### src/rtl/alu8_pkg.sv
package alu8_pkg;

    localparam int DATA_W = 8;
    localparam int NIB_W  = DATA_W / 2;

    typedef enum logic [2:0] {
        OP_ADD  = 3'd0,
        OP_ADC  = 3'd1,
        OP_SUB  = 3'd2,
        OP_SBB  = 3'd3,
        OP_AND  = 3'd4,
        OP_OR   = 3'd5,
        OP_XOR  = 3'd6,
        OP_NONE = 3'd7
    } alu_op_e;

    localparam int BIT_SIGN   = 7;
    localparam int BIT_ZERO   = 6;
    localparam int BIT_NIBCY  = 4;
    localparam int BIT_PARITY = 2;
    localparam int BIT_CARRY  = 0;

    typedef struct packed {
        logic [DATA_W-1:0] acc;
        logic [DATA_W-1:0] flags;
    } alu_state_t;

endpackage

### src/rtl/alu8_arith.sv
module alu8_arith
    import alu8_pkg::*;
#(
    parameter int W = DATA_W,
    parameter int N = NIB_W
) (
    input  alu_op_e      op_i,
    input  logic [W-1:0] a_i,
    input  logic [W-1:0] b_i,
    input  logic         cin_i,
    output logic [W-1:0] res_o,
    output logic         cy_o,
    output logic         nib_o
);
    logic [W:0] wide_add, wide_sub;
    logic [N:0] nib_add, nib_sub;
    logic       cbit;

    always_comb begin
        cbit = ((op_i == OP_ADC) || (op_i == OP_SBB)) ? cin_i : 1'b0;
        wide_add = {1'b0, a_i} + {1'b0, b_i} + {{W{1'b0}}, cbit};
        wide_sub = {1'b0, a_i} - {1'b0, b_i} - {{W{1'b0}}, cbit};
        nib_add  = {1'b0, a_i[N-1:0]} + {1'b0, b_i[N-1:0]} + {{N{1'b0}}, cbit};
        nib_sub  = {1'b0, a_i[N-1:0]} - {1'b0, b_i[N-1:0]} - {{N{1'b0}}, cbit};
        res_o = '0;
        cy_o  = 1'b0;
        nib_o = 1'b0;
        unique case (op_i)
            OP_ADD, OP_ADC: begin
                res_o = wide_add[W-1:0];
                cy_o  = wide_add[W];
                nib_o = nib_add[N];
            end
            OP_SUB, OP_SBB: begin
                res_o = wide_sub[W-1:0];
                cy_o  = wide_sub[W];
                nib_o = nib_sub[N];
            end
            OP_AND:  res_o = a_i & b_i;
            OP_OR:   res_o = a_i | b_i;
            OP_XOR:  res_o = a_i ^ b_i;
            default: res_o = a_i;
        endcase
    end
endmodule

### src/rtl/alu8_flagpack.sv
module alu8_flagpack
    import alu8_pkg::*;
#(
    parameter int W = DATA_W
) (
    input  logic [W-1:0] res_i,
    input  logic         cy_i,
    input  logic         nib_i,
    output logic [W-1:0] flags_o
);
    always_comb begin
        flags_o             = '0;
        flags_o[BIT_SIGN]   = res_i[W-1];
        flags_o[BIT_ZERO]   = (res_i == '0);
        flags_o[BIT_NIBCY]  = nib_i;
        flags_o[BIT_PARITY] = ~^res_i;
        flags_o[BIT_CARRY]  = cy_i;
    end
endmodule

### src/rtl/alu8_status_unit.sv
module alu8_status_unit
    import alu8_pkg::*;
(
    input  logic                  clk_i,
    input  logic                  rst_i,
    input  logic                  valid_i,
    input  logic [2:0]            opcode_i,
    input  logic [DATA_W-1:0]     operand_i,
    output logic [DATA_W-1:0]     acc_o,
    output logic [DATA_W-1:0]     flags_o,
    output logic [2*DATA_W-1:0]   status_o
);
    alu_state_t        st_d, st_q;
    alu_op_e           op;
    logic [DATA_W-1:0] res, new_flags;
    logic              res_cy, res_nib;

    assign op = alu_op_e'(opcode_i);

    alu8_arith u_arith (
        .op_i  (op),
        .a_i   (st_q.acc),
        .b_i   (operand_i),
        .cin_i (st_q.flags[BIT_CARRY]),
        .res_o (res),
        .cy_o  (res_cy),
        .nib_o (res_nib)
    );

    alu8_flagpack u_pack (
        .res_i   (res),
        .cy_i    (res_cy),
        .nib_i   (res_nib),
        .flags_o (new_flags)
    );

    always_comb begin
        st_d = st_q;
        if (valid_i && (op != OP_NONE)) begin
            st_d.acc   = res;
            st_d.flags = new_flags;
        end
    end

    always_ff @(posedge clk_i) begin
        if (rst_i) st_q <= '0;
        else       st_q <= st_d;
    end

    assign acc_o    = st_q.acc;
    assign flags_o  = st_q.flags;
    assign status_o = {st_q.acc, st_q.flags};

    AST_RESET_CLEARS: assert property (@(posedge clk_i)
        rst_i |=> (status_o == '0));
    AST_IDLE_HOLDS: assert property (@(posedge clk_i) disable iff (rst_i)
        (!valid_i || opcode_i == 3'd7) |=> ($stable(acc_o) && $stable(flags_o)));
    AST_SIGN_TRACKS: assert property (@(posedge clk_i) disable iff (rst_i)
        (valid_i && opcode_i != 3'd7) |=> (flags_o[7] == acc_o[7]));
    AST_ZERO_TRACKS: assert property (@(posedge clk_i) disable iff (rst_i)
        (valid_i && opcode_i != 3'd7) |=> (flags_o[6] == (acc_o == '0)));
    AST_PARITY_TRACKS: assert property (@(posedge clk_i) disable iff (rst_i)
        (valid_i && opcode_i != 3'd7) |=> (flags_o[2] == ~^acc_o));
    AST_LOGIC_CLEARS: assert property (@(posedge clk_i) disable iff (rst_i)
        (valid_i && opcode_i[2] && opcode_i != 3'd7) |=> (!flags_o[0] && !flags_o[4]));
    AST_SPARE_ZERO: assert property (@(posedge clk_i) disable iff (rst_i)
        valid_i |=> (flags_o[5] == 1'b0 && flags_o[3] == 1'b0 && flags_o[1] == 1'b0));
endmodule

### config.mk
export PLATFORM = sky130hd
export DESIGN_NAME = alu8_status_unit
export DESIGN_NICKNAME = d
export VERILOG_FILES = /design/src/rtl/alu8_pkg.sv /design/src/rtl/alu8_arith.sv /design/src/rtl/alu8_flagpack.sv /design/src/rtl/alu8_status_unit.sv
export SDC_FILE = /design/constraint.sdc
export NUM_CORES = 1
export LEC_CHECK = 0
export BUFFER_PORTS_ARGS = -buffer_cell sky130_fd_sc_hd__clkbuf_2
export CORE_ASPECT_RATIO = 0.7
export CORE_MARGIN = 3
export CORE_UTILIZATION = 35
export DETAILED_ROUTE_END_ITERATION = 7
export GPL_TIMING_DRIVEN = 0
export PLACE_DENSITY = 0.55
export SLEW_MARGIN = 10
export SYNTH_ARGS = -nofsm -noshare
export SYNTH_HDL_FRONTEND = slang
export SYNTH_SLANG_ARGS = --single-unit
### constraint.sdc
create_clock -name clk_i -period 3.5 [get_ports clk_i]
set_input_delay 0.175 -clock clk_i [delete_from_list [all_inputs] [get_ports clk_i]]
set_output_delay 0.175 -clock clk_i [all_outputs]
set_load 0.005 [all_outputs]
* Word level (Yosys, flattened, before mapping)
Cells that the tools add are included.
** Cells by class
- Add/subtract/negate cells :: 8
- Multipliers :: 0
- Divide/modulo/power cells :: 0
- Order comparisons :: 0
- Equal/unequal tests :: 7
- Shift operators :: 0
- Mux-type cells :: 4
- Bitwise gates (word level) :: 3
- Reductions and logical operators :: 7
** Operators with widths (count)
- 8-bit one-hot mux with 5 select lines :: 1
- 8-bit by 8-bit adder with 9-bit output :: 1
- 9-bit by 1-bit adder with 9-bit output :: 1
- 3-bit equality test (second input constant) :: 3
- 8-bit by 8-bit subtractor with 9-bit output :: 1
- 9-bit by 1-bit subtractor with 9-bit output :: 1
- 8-bit AND :: 1
- 8-bit zero test :: 1
- 8-bit OR :: 1
- 8-bit XNOR reduction :: 1
- 8-bit XOR :: 1
- 3-bit by 2-bit equality test with 1-bit output (second input constant) :: 2
- 4-bit by 4-bit adder with 5-bit output :: 1
- 5-bit by 1-bit adder with 5-bit output :: 1
- 4-bit by 4-bit subtractor with 5-bit output :: 1
- 5-bit by 1-bit subtractor with 5-bit output :: 1
- 1-bit one-hot mux with 2 select lines :: 2
- 2-bit OR reduction :: 2
- 3-bit by 1-bit equality test with 1-bit output (second input constant) :: 1
- 3-bit zero test :: 1
- 3-bit inequality test (second input constant) :: 1
- 1-bit logical AND :: 1
- 1-bit logical OR :: 1
- 1-bit two-way mux :: 1
** Storage, ports and cells
- Register bits after elaboration :: 13
- Bits in latches :: 0
- Memory bits (writable) :: 0
- Bits in read-only memories :: 0
- Logic and storage cells :: 31
- Memories :: 0

* Longest topological paths before layout
- Depth after elaboration :: 6
- Gate-level depth with buffers :: 18
- Gate-level depth less buffers :: 16

* Hierarchy
A second synthesis with hierarchy kept.
** Unflattened totals
- Cell total of the unflattened synthesis :: 288
- Area total of the unflattened synthesis :: 2391.0 um^2
** Modules (own cells, without submodules)
- alu8_arith :: instances 1, cells each 179, area an instance 1370.1 um^2, sequential area each 0.0 um^2
- alu8_status_unit :: instances 1, cells each 86, area an instance 857.1 um^2, sequential area each 320.3 um^2
- alu8_flagpack :: instances 1, cells each 23, area an instance 163.9 um^2, sequential area each 0.0 um^2

* Worst setup path after synthesis
OpenSTA, ideal clock, no wires.
- Path type :: input-to-reg
- From :: input port opcode_i[0]
- To :: register st_q (netlist bit flags_o[2])
- Setup time :: 0.071 ns
- Data arrival time :: 3.196 ns
- Required time :: 3.429 ns
- Slack :: 0.234 ns
- Cell stages on the path :: 17
- Path through :: buf_2 buf_2 nand2_1 or2_2 inv_1 fa_1 ha_1 o21a_1 or4_1 a31oi_1 nor3_1 o211ai_1 ha_1 xnor2_1 xnor2_1 nand2_1 a21oi_1
** Between the ends
- Longest elaborated chain between the ends :: 6
- Elaborated cells on any way between the ends :: 17
- Those cells by class :: add/sub (2); eq/ne (7); mux (2); reduce/logical (6)
** RTL lines
- start, declared :: line alu8_status_unit.sv:7 : input logic [2:0] opcode_i,
- 3-bit by 1-bit equality test with 1-bit output / 3-bit by 2-bit equality test with 1-bit output (equally long branches) :: line alu8_arith.sv:20, alu8_arith.sv:28
- 1-bit logical OR :: line alu8_arith.sv:20 : cbit = ((op_i == OP_ADC) || (op_i == OP_SBB)) ? cin_i : 1'b0;
- 1-bit two-way mux :: line alu8_arith.sv:20
- 9-bit by 1-bit subtractor with 9-bit output / 9-bit by 1-bit adder with 9-bit output (equally long branches) :: line alu8_arith.sv:22, alu8_arith.sv:21
- 8-bit one-hot mux with 5 select lines :: line alu8_arith.sv:28 : unique case (op_i)
- 8-bit XNOR reduction :: line alu8_flagpack.sv:16 : flags_o[BIT_PARITY] = ~^res_i;
- end signal, assigned :: line alu8_status_unit.sv:47 : else st_q <= st_d;
- end, declared :: line alu8_status_unit.sv:13 : alu_state_t st_d, st_q;
Parallel ways exist; a longest one is shown, timed or not.
A chain may end at the register's enable or synchronous reset.

* Worst setup path after layout
- From :: register st_q (netlist bit acc_o[3])
- To :: register st_q (netlist bit flags_o[2])
** Between the ends
- Longest elaborated chain between the ends :: 4
- Elaborated cells on any way between the ends :: 9
- Those cells by class :: add/sub (4); mux (1); bitwise (3); reduce/logical (1)
** RTL lines (line)
- 8-bit by 8-bit subtractor with 9-bit output / 8-bit by 8-bit adder with 9-bit output (equally long branches) :: alu8_arith.sv:22, alu8_arith.sv:21
- 9-bit by 1-bit subtractor with 9-bit output / 9-bit by 1-bit adder with 9-bit output (equally long branches) :: alu8_arith.sv:22, alu8_arith.sv:21
- 8-bit one-hot mux with 5 select lines * :: alu8_arith.sv:28
- 8-bit XNOR reduction * :: alu8_flagpack.sv:16
Every way passes the cells marked *; elsewhere a longest branch is shown, timed or not.

==> metrics.txt <==
All-Layer GR Usage=16.5%; class of the most critical setup path=flip-flop to flip-flop; Die ar.=0.00722 mm^2; post-synth top area share=19.5%; Synth Cell Area=0.00218 mm^2; main flop type after synthesis=dfxtp_1; Cells after Synth=282; Initial Utilization=37.1%; Setup-failing EPs final=0; placed cells=401; worst slew pin tran=670 ps; Die Height=72.0 um; Max-Cap Viols=0; dpl hpwl=4850 um; DRT Pass-1 Iters=4; worst hold-check path type=input port to flip-flop; Pwr per Cell Area=350 mW/mm^2; Leakage Power=0.00126 uW; Hold Vio Cnt, Final=0; WHS=280 ps; synthesized area per cell=7.72 um^2; pre-CTS WS=-506 ps; final worst path period share=95.5%; Rows=23; initial antenna violation count=0; Startpoint Class=flip-flop; Layout Nets=382; layout cell share with drive strength beyond 1=28.6%; clock root buffer=clkbuf_8; min cycle time layout=3340 ps; Syn-to-layout area delta=21.3%; crit end category=flip-flop; Post-DRT Antenna Nets=0; ant diodes=0; worst setup slack after layout=158 ps; Setup Skew=4.30 ps; grt ovf=0; vias per cell=5.23; #FFs+latches synth=12; CTS H-Tree Depth=1; IO Pins=46; insertion delay to the later sink of the worst-skew pair=250 ps; post-route design area=0.00264 mm^2; Slew headroom=55.3%; core area=0.00587 mm^2; DR iter-0 viols=148; Die Wd=100 um; Worst-path clk slew=60 ps; biggest area consumer among synthesized cells=ha_1; count of cell types in the netlist=56; post-synthesis sequential area ratio=11.0%; Async SR Flop Fraction=0%; Post-DP Area=0.00248 mm^2; VDD IR max=174 uV; CTS tree=yes; Syn. warnings=0; routed len/inst=15.0 um; IO Port Bufs=39; max frequency=0.299 GHz; final wirelength=6070 um; vias post-DR=2111; number of flops mapped to enable cells by yosys=0; CP Max Fanout=8; Residual DRC=0; CTS Buffer Depth=2; largest net degree at the start of global routing=14; WP data required=3670 ps; max-slew violations=0; number of buffers created by CTS=3; Worst EP arrival=3510 ps; vias in the first global route=1810; Layout Cells excl Fill=404; Sink Count=12; status=finished, final reports clean; top cells by area, synth=ha_1 (20%), dfxtp_1 (11%), buf_4 (7.2%); GPL Wtd Cong=0.890; first-pass GRT wire length=9450 um
-- synthesized netlist by cell type, types with 3 or more instances --
library cell	n
o22ai_1	3
ha_1	34
fa_1	4
o21a_1	6
clkbuf_1	4
xnor2_1	5
a21oi_1	17
a21o_1	3
buf_4	21
nand3_1	5
dfxtp_1	12
nor2_1	23
nand2b_1	10
nor2b_1	5
nand2_1	11
or4_1	3
o21ai_0	11
o211ai_1	7
o31a_1	3
inv_1	30
a211oi_1	6
buf_2	6
mux2i_1	3
nor3_1	6
-- power by group --
part           total, uW  switching, uW  internal (uW)
registers            179           24.0            155
clock network        159           59.3           99.7
logic                586            304            281
-- state kept, by name (all words and copies together), names as in the netlist --
register,count
acc_o,8
flags_o,4
-- layout by cell type (no fill, tap or decap), drive strengths merged, types with 3 or more instances in the layout --
cell	n
conb	6
or4	4
xnor2	5
a211oi	6
o21ai	11
buf	28
fa	4
o211ai	7
clkbuf	47
nor3	6
or2	3
nand3	5
ha	34
a21oi	17
inv	30
mux2i	3
nor2b	5
a2111oi	3
nor2	23
nand2b	11
dfxtp	12
o22ai	4
a21o	3
o21a	6
nand2	11
o31a	3
-- logic make-up after synthesis --
logic type	Yosys count	synth area share, %
AO/OA/AOI/OAI	80	26.4
XOR/XNOR	6	2.41
adder cells (fa/ha/maj)	38	23.2
buffers and inverters	63	15.2
flip-flops	12	11.0
multiplexers	5	2.93
other	1	0.172
AND/OR/NAND/NOR	77	18.6
-- per-layer routing --
layer | share of wire (%) | GRT usage (%) | up-vias
li1 | - | - | 1076
met2 | 40 | 23.7 | 69
met1 | 52 | 26.5 | 964
met4 | 0.16 | 1.05 | 0
met3 | 8.0 | 2.59 | 2
met5 | 0 | 0 | -
-- worst paths after layout --
kind	start	end	slack [ps]	cells after the start
worst min register to register	flags_o[2]	flags_o[2]	490	2
worst max register to register	acc_o[3]	flags_o[2]	160	13
worst max-delay path	acc_o[3]	flags_o[2]	160	13
worst min-delay path	rst_i	acc_o[3]	280	3
-- what timing repair did --
| action | 4_1_cts | 5_1_grt |
|---|---|---|
| endpoints found under the hold margin | 0 | 0 |
| pin swaps | 0 | 12 |
| setup buffers | 0 | 1 |
| hold buffers | 0 | 0 |
| endpoints found under the setup margin | 1 | 1 |
| resized for setup | 6 | 20 |
-- layout make-up --
class	count	area, um^2
tap	75	93.8
inverter	30	113
fill	635	3230
clock buffer	4	55.1
timing repair buffer	40	205
buffer	31	216
multi-input combinational	212	1710
sequential	12	245
-- worst max-delay path: stages, from the launching register on --
cell	delay [ps]
dfxtp_1	400
inv_1	100
ha_1	390
ha_1	490
o21ai_0	170
and3_4	210
o211ai_1	260
nand2b_4	100
o32ai_4	270
ha_1	290
xnor2_2	230
xnor2_1	150
nand2_1	70
a21oi_1	140
-- through the flow --
| step | setup TNS [ps] | utilization, % | total power [uW] |
|---|---|---|---|
| 5_1_grt | -1.02 | 45.0 | 997 |
| 6_report | 0 | 45.0 | 924 |
| 3_3_place_gp | -676 | 42.3 | 715 |
| 2_1_floorplan | 0 | - | 575 |
| 3_5_place_dp | -683 | 42.3 | 719 |
| 4_1_cts | 0 | 43.7 | 893 |
Note: power is estimated with default switching activity, not from simulation.
